### config.mk
export PLATFORM = sky130hd
export DESIGN_NAME = crc16_byte_engine
export DESIGN_NICKNAME = d
export VERILOG_FILES = /design/src/rtl/crc16_byte_pkg.sv /design/src/rtl/crc16_next_net.sv /design/src/rtl/crc16_state_reg.sv /design/src/rtl/crc16_append_seq.sv /design/src/rtl/crc16_byte_engine.sv
export SDC_FILE = /design/constraint.sdc
export NUM_CORES = 1
export LEC_CHECK = 0
export ABC_AREA = 1
export BUFFER_PORTS_ARGS = -buffer_cell sky130_fd_sc_hd__buf_2
export CORE_UTILIZATION = 50
export CTS_CLUSTER_DIAMETER = 30
export DETAILED_ROUTE_END_ITERATION = 6
export PLACE_DENSITY = 0.81
export SYNTH_ARGS = -nofsm -noshare
export SYNTH_HDL_FRONTEND = slang
export SYNTH_SLANG_ARGS = --single-unit
### constraint.sdc
create_clock -name clk -period 1.5 [get_ports clk]
set_input_delay 0.15 -clock clk [delete_from_list [all_inputs] [get_ports clk]]
set_output_delay 0.15 -clock clk [all_outputs]
set_load 0.1 [all_outputs]
### src/rtl/crc16_byte_pkg.sv
package crc16_byte_pkg;
  typedef enum logic [1:0] {
    APP_IDLE = 2'd0,
    APP_LO   = 2'd1,
    APP_HI   = 2'd2
  } app_state_e;

  localparam int unsigned CRC_W_DEF  = 16;
  localparam int unsigned DATA_W_DEF = 8;
  localparam logic [15:0] POLY_REFL_DEF = 16'h8408;
endpackage

### src/rtl/crc16_next_net.sv
module crc16_next_net #(
  parameter int unsigned CRC_W  = 16,
  parameter int unsigned DATA_W = 8,
  parameter logic [CRC_W-1:0] POLY_REFL = 16'h8408
) (
  input  logic [CRC_W-1:0]  cur_i,
  input  logic [DATA_W-1:0] data_i,
  output logic [CRC_W-1:0]  nxt_o
);
  localparam bit FAST = (CRC_W == 16) && (DATA_W == 8) && (POLY_REFL == 16'h8408);

  generate
    if (FAST) begin : g_closed
      // mix terms: register low byte against the incoming byte
      logic [7:0] mix;
      logic [7:0] fold;
      assign mix  = cur_i[7:0] ^ data_i;
      assign fold = mix ^ {mix[3:0], 4'b0000};
      assign nxt_o = {8'h00, cur_i[15:8]}
                   ^ {fold, 8'h00}
                   ^ {5'b00000, fold, 3'b000}
                   ^ {12'h000, fold[7:4]};
    end else begin : g_unrolled
      always_comb begin
        logic [CRC_W-1:0] v;
        logic fb;
        v = cur_i;
        for (int i = 0; i < DATA_W; i++) begin
          fb = v[0] ^ data_i[i];
          v  = v >> 1;
          if (fb) v = v ^ POLY_REFL;
        end
        nxt_o = v;
      end
    end
  endgenerate
endmodule

### src/rtl/crc16_state_reg.sv
module crc16_state_reg #(
  parameter int unsigned CRC_W = 16
) (
  input  logic             clk,
  input  logic             rst,
  input  logic             clr_i,
  input  logic             load_i,
  input  logic [CRC_W-1:0] load_val_i,
  input  logic             adv_i,
  input  logic [CRC_W-1:0] nxt_i,
  output logic [CRC_W-1:0] crc_q
);
  always_ff @(posedge clk) begin
    if (rst || clr_i)   crc_q <= '0;
    else if (load_i)    crc_q <= load_val_i;
    else if (adv_i)     crc_q <= nxt_i;
  end
endmodule

### src/rtl/crc16_append_seq.sv
module crc16_append_seq
  import crc16_byte_pkg::*;
#(
  parameter int unsigned DATA_W = 8,
  parameter int unsigned CRC_W  = 16
) (
  input  logic              clk,
  input  logic              rst,
  input  logic              eop_i,
  input  logic [CRC_W-1:0]  crc_i,
  output logic              freeze_o,
  output logic [DATA_W-1:0] tx_byte_o,
  output logic              tx_valid_o
);
  app_state_e        st_q;
  logic [DATA_W-1:0] hi_q;
  logic              start;

  assign start    = eop_i && (st_q == APP_IDLE);
  assign freeze_o = start || (st_q != APP_IDLE);

  always_ff @(posedge clk) begin
    if (rst) begin
      st_q       <= APP_IDLE;
      tx_byte_o  <= '0;
      tx_valid_o <= 1'b0;
      hi_q       <= '0;
    end else begin
      case (st_q)
        APP_IDLE: begin
          if (start) begin
            st_q       <= APP_LO;
            tx_byte_o  <= crc_i[DATA_W-1:0];
            hi_q       <= crc_i[2*DATA_W-1:DATA_W];
            tx_valid_o <= 1'b1;
          end
        end
        APP_LO: begin
          st_q       <= APP_HI;
          tx_byte_o  <= hi_q;
          tx_valid_o <= 1'b1;
        end
        default: begin
          st_q       <= APP_IDLE;
          tx_valid_o <= 1'b0;
        end
      endcase
    end
  end
endmodule

### src/rtl/crc16_byte_engine.sv
module crc16_byte_engine
  import crc16_byte_pkg::*;
#(
  parameter int unsigned CRC_W  = CRC_W_DEF,
  parameter int unsigned DATA_W = DATA_W_DEF,
  parameter logic [CRC_W-1:0] POLY_REFL = POLY_REFL_DEF
) (
  input  logic              clk,
  input  logic              rst,
  input  logic              clr_i,
  input  logic              load_i,
  input  logic [CRC_W-1:0]  load_val_i,
  input  logic              en_i,
  input  logic [DATA_W-1:0] data_i,
  input  logic              eop_i,
  output logic [DATA_W-1:0] tx_byte_o,
  output logic              tx_valid_o,
  output logic [CRC_W-1:0]  crc_o,
  output logic              zero_o
);
  logic [CRC_W-1:0] nxt;
  logic             freeze;

  crc16_next_net #(.CRC_W(CRC_W), .DATA_W(DATA_W), .POLY_REFL(POLY_REFL)) u_net (
    .cur_i (crc_o),
    .data_i(data_i),
    .nxt_o (nxt)
  );

  crc16_state_reg #(.CRC_W(CRC_W)) u_reg (
    .clk       (clk),
    .rst       (rst),
    .clr_i     (clr_i),
    .load_i    (load_i),
    .load_val_i(load_val_i),
    .adv_i     (en_i && !freeze),
    .nxt_i     (nxt),
    .crc_q     (crc_o)
  );

  crc16_append_seq #(.DATA_W(DATA_W), .CRC_W(CRC_W)) u_seq (
    .clk       (clk),
    .rst       (rst),
    .eop_i     (eop_i),
    .crc_i     (crc_o),
    .freeze_o  (freeze),
    .tx_byte_o (tx_byte_o),
    .tx_valid_o(tx_valid_o)
  );

  assign zero_o = (crc_o == '0);
endmodule

Yosys cells after proc, flatten, opt, wreduce, memory -nomap -nowiden

Index checks and enable logic that the tools add are counted.
W data, S select, Z words.

Equality and inequality tests: 2
Muxes and demuxes: 8
Bitwise operators: 5
Reductions and logical operators: 12

Operators with widths:

| kind                 | number |
|---|---|
| $mux W16             | 2 |
| $logic_not A16 Y1    | 1 |
| $pmux W8 S2          | 1 |
| $xor A16 B11 Y16     | 1 |
| $xor A16 B4 Y16      | 1 |
| $xor A8 B16 Y16      | 1 |
| $xor A8 B8 Y8        | 2 |
| $mux W8              | 1 |
| $reduce_bool A2 Y1   | 3 |
| $pmux W2 S2          | 1 |
| $reduce_and A2 Y1    | 2 |
| $eq A2 B1 Y1 const B | 1 |
| $logic_and A1 B1 Y1  | 2 |
| $logic_not A2 Y1     | 1 |
| $logic_or A1 B1 Y1   | 2 |
| $mux W2              | 1 |
| $ne A2 B1 Y1 const B | 1 |
| $pmux W1 S2          | 1 |
| $logic_not A1 Y1     | 1 |
| $mux W1              | 1 |

Register bits: 35

Longest topological paths before layout

Depth after elaboration: 7
Mapped depth: 9

Hierarchy

A second synthesis with hierarchy kept.

Cell total of the unflattened synthesis: 389
Area total of the unflattened synthesis: 2239.6 sq um

Modules (own cells, without submodules):

| module            | instances | cells each | area each (sq um) |
|---|---|---|---|
| crc16_append_seq  | 1         | 123        | 832.0 |
| crc16_state_reg   | 1         | 122        | 809.5 |
| crc16_next_net    | 1         | 115        | 486.7 |
| crc16_byte_engine | 1         | 29         | 111.4 |

Worst setup path after synthesis

OpenSTA, ideal clock, no wires.

Path kind: register -> output
Start point: reg u_reg.crc_q[13]
End point: out zero_o
Data arrival time: 3.911 ns
Slack: -2.561 ns
Cell stages (with the launch flop): 4
Path buffers: 0
Path through: dfxtp_1 > inv_1 > nand4_1 > nor4_1

Word-level cells in the longest chain between the ends: 1

RTL lines:

| item                   | RTL line                | RTL |
|---|---|---|
| from (decl)            | crc16_state_reg.sv:11   | `output logic [CRC_W-1:0] crc_q` |
| from (signal assigned) | crc16_state_reg.sv:15   | `else if (load_i) crc_q <= load_val_i;` |
| from (signal assigned) | crc16_state_reg.sv:16   | `else if (adv_i) crc_q <= nxt_i;` |
| $logic_not A16 Y1      | crc16_byte_engine.sv:51 | `assign zero_o = (crc_o == '0);` |
| to (decl)              | crc16_byte_engine.sv:19 | `output logic zero_o` |

Every way passes these cells.

Worst setup path after layout

Start point: reg u_reg.crc_q[1]
End point: out zero_o

Same word-level chain as after synthesis.

==> out/qor.csv <==
stage,metric,value,unit
placement,DP Area,2450,µm²
power_and_ir_drop,clock group share of total power,0.330,
clock_network,worst skew pair latency,300,ps
synthesis,number of flops mapped to enable cells by yosys,0,
synthesis,Synth top area share,0.336,
detailed_routing,vias,2345,
sta,Fin. Hold Viols,0,
cells_and_area,final instance area,2660,µm²
power_and_ir_drop,Pint,1.63,mW
power_and_ir_drop,peak supply drop,588,µV
cells_and_area,Final Net Count,406,
cells_and_area,Antenna diodes,0,
synthesis,Syn Area/Cell,6.72,µm²
synthesis,top cell type by total area after synthesis,dfxtp_1,
detailed_routing,drt first pass iters,5,
sta,Setup-failing EPs final,1,
setup_path,Buffers & Inverters on Critical Path,2,
global_route,total global-route track usage,0.289,
clock_network,CTS max path bufs,2,
synthesis,largest family of logic cells by synthesized area,simple AND/OR/NAND/NOR gates,
floorplanning,Die Area,4430,µm²
clock_network,"CTS clk-pin slew, worst paths",80,ps
sta,worst clock skew,4.11,ps
synthesis,most common cell in the synthesized netlist,nand2_1,
floorplanning,die width,66.6,µm
synthesis,Post-Synth XOR/XNOR Area,0.00420,
setup_path,slowest CP cell,nor4_4,
floorplanning,Die Ht,66.6,µm
sta,RSZ-0062 raised after global routing,yes,
placement,placed cell count,408,
detailed_routing,Routed Antenna Nets,0,
setup_path,worst-path cell chain,inv_4 > nand4_1 > nor4_4 > buf_12,
clock_network,clock tree from TritonCTS,built,
global_route,vias in the first global route,2109,
global_route,initial antenna violation count,0,
power_and_ir_drop,power density over the cells,960,nW/µm²
synthesis,Synth area leaders,"dfxtp_1, nand2_1, nand3_1",
power_and_ir_drop,part of the power in combinational logic,0.279,
floorplanning,Rows,23,
synthesis,post-synthesis cell count,310,
synthesis,mux cell area share after synthesis,0,
synthesis,Post-Syn Area,2080,µm²
clock_network,root buf cell,clkbuf_8,
cells_and_area,final core utilization,0.664,
global_route,Congestion Overflow GR,0,
clock_network,"Hold-fix buffers, CTS",0,
synthesis,sequential cell area fraction in the yosys report,0.336,
clock_network,H-tree depth,2,
setup_path,CP Depth,4,
synthesis,Most used DFF post-synth,dfxtp_1,
synthesis,Adder-Cell Fraction of Synth Area,0,
synthesis,Post-Synth Simple-Gate Area,0.397,
cells_and_area,layout cells sized above 1,0.345,
hold_path,worst hold path class,in -> reg,
synthesis,synth cell count leaders,"nand2_1, nand3_1, inv_1",
synthesis,Yosys reg bits,35,
sta,max-slew violations,0,
setup_path,"critical path fanouts, max",3,
placement,Port Buf Inserts,55,
sta,final setup margin,-105,ps
sta,Slew @ Worst Pin,493,ps
cells_and_area,non-filler instance count after layout,427,
power_and_ir_drop,Reg power frac,0.390,
floorplanning,core footprint,4000,µm²
setup_path,crit path DAT,1450,ps
synthesis,"Distinct cells, synth",28,
detailed_routing,WL final,5850,µm
global_route,first-pass GRT wire length,9650,µm
power_and_ir_drop,Sw Ratio,0.360,
setup_path,Required @ worst endpoint,1350,ps
floorplanning,initial core utilization,0.521,
synthesis,Synth Area in Compound Gates,0.142,
setup_path,CP Capture Type,output pin,
detailed_routing,WL/cell,13.7,µm
sta,Fin Setup TNS,-105,ps
sta,final hold slack,108,ps
setup_path,RR Endpoint,u_reg.crc_q[4]$_SDFFE_PP0P_,
sta,Rel. slew slack,0.674,
floorplanning,I/O pins,56,
global_route,largest net degree at the start of global routing,21,
run_status,failing checks,setup timing,
run_status,run status,"finished, violations left",
power_and_ir_drop,leakage,1.27,nW
sta,Tcrit/Tclk final,1.07,
setup_path,R2R depth,7,
synthesis,"Async S/R FF share, synth",0,
setup_path,Worst path max stage delay,380,ps
detailed_routing,DRC violations left,0,
setup_path,CP endpoint,zero_o,
detailed_routing,DRT iter0 DRCs,180,
placement,Placer Congestion,0.930,
clock_network,number of CTS-inserted buffers,5,
sta,fmax,623,MHz
clock_network,clock sink count,35,
power_and_ir_drop,P_sw,0.919,mW
run,maxcap violations,0,
setup_path,Worst setup SP type,flop,
detailed_routing,vias per cell,5.49,
cells_and_area,synthesis-to-layout area growth,27.4,%
synthesis,Synth Warn #,0,
setup_path,Reg-to-Reg Start,u_seq.st_q[1]$_SDFFE_PP0P_,
sta,clock period minus worst slack,1600,ps
synthesis,Post-Syn Nets,340,
setup_path,cell family with most CP delay,simple AND/OR/NAND/NOR gates,
setup_path,critical path type,reg -> out,
setup_path,Worst setup startpoint,u_reg.crc_q[1]$_SDFFE_PP0P_,
placement,DP Wirelength,4160,µm
setup_path,reg2reg setup slack,80,ps
-- logic make-up after synthesis --
family | Yosys count
and+or+nand+nor | 176
DFF | 35
xor gates and xnor gates | 1
AOI/OAI and AO/OA | 44
buffers and inverters | 54
-- layer usage --
layer	up-vias	GRT usage	wire length, µm
li1	1146	-	-
met1	1095	0.357	2490
met2	96	0.494	2850
met3	8	0.0753	430
met4	0	0.0745	80
met5	-	0	0
-- power groups by stage --
stage	sequential [mW]	combinational (mW)	clock, mW
finish	0.995	0.712	0.842
global route	1.00	0.764	0.902
CTS	0.995	0.701	0.844
detailed placement	1.02	0.678	0
global placement	1.02	0.668	0
floorplan	1.20	0.348	0
-- placed cells by master, fill, tap and decap left out --
master and count:
a211oi_1 8, a21o_1 8, a21oi_1 13, a21oi_2 4, a31oi_1 8, buf_12 1
buf_2 54, buf_4 17, clkbuf_16 1, clkbuf_8 6, clkinv_2 1, dfxtp_1 19
dfxtp_2 3, dfxtp_4 13, inv_1 27, inv_2 11, inv_4 3, nand2_1 99
nand2_4 2, nand3_1 44, nand3_2 8, nand4_1 4, nor2_1 13, nor2_4 2
nor2_8 1, nor3_1 1, nor4_4 1, o21ai_0 2, o21ai_4 1, or2_2 1
xnor2_1 1
-- sequential cells by signal (all words and copies together) (netlist names) --
name and count:
u_seq.tx_byte_o 8, u_seq.tx_valid_o 1, u_reg.crc_q 16, u_seq.hi_q 8, u_seq.st_q 2
-- how the worst min path moves through the flow --
stage,end,cells past startpoint,from,slack [ps]
finish,u_reg.crc_q[14]$_SDFFE_PP0P_,3,load_val_i[14],110
global route,u_reg.crc_q[5]$_SDFFE_PP0P_,3,load_val_i[5],120
CTS,u_reg.crc_q[14]$_SDFFE_PP0P_,3,load_val_i[14],110
detailed placement,u_reg.crc_q[14]$_SDFFE_PP0P_,3,load_val_i[14],420
global placement,u_reg.crc_q[15]$_SDFFE_PP0P_,3,load_val_i[15],420
floorplan,u_seq.st_q[0]$_SDFFE_PP0P_,2,eop_i,300
-- repair_timing --
item,in CTS,in global routing
setup endpoints to repair,1,1
pin swaps,4,3
gates resized for setup,5,5
gates cloned,0,0
setup buffers,9,2
-- final cells by class --
| cell class | count | area [µm²] |
|---|---|---|
| fillers | 374 | 1340 |
| multi-input cells | 221 | 1150 |
| flip-flops and latches | 35 | 753 |
| repair buffers | 72 | 418 |
| inverters | 41 | 161 |
| clock buffers | 7 | 108 |
| well taps | 50 | 62.6 |
| clock inverters | 1 | 5.00 |
-- metrics by stage --
stage / power [mW] / setup slack, ps
floorplan: 1.55 / -450
global placement: 1.69 / 187
detailed placement: 1.70 / 171
CTS: 2.54 / -91.6
global route: 2.67 / -146
finish: 2.55 / -105
-- worst min-delay path: stages --
cell and delay (ps):
buf_2 90, nand2_1 50, a31oi_1 70
(Power assumes the default switching activity.)
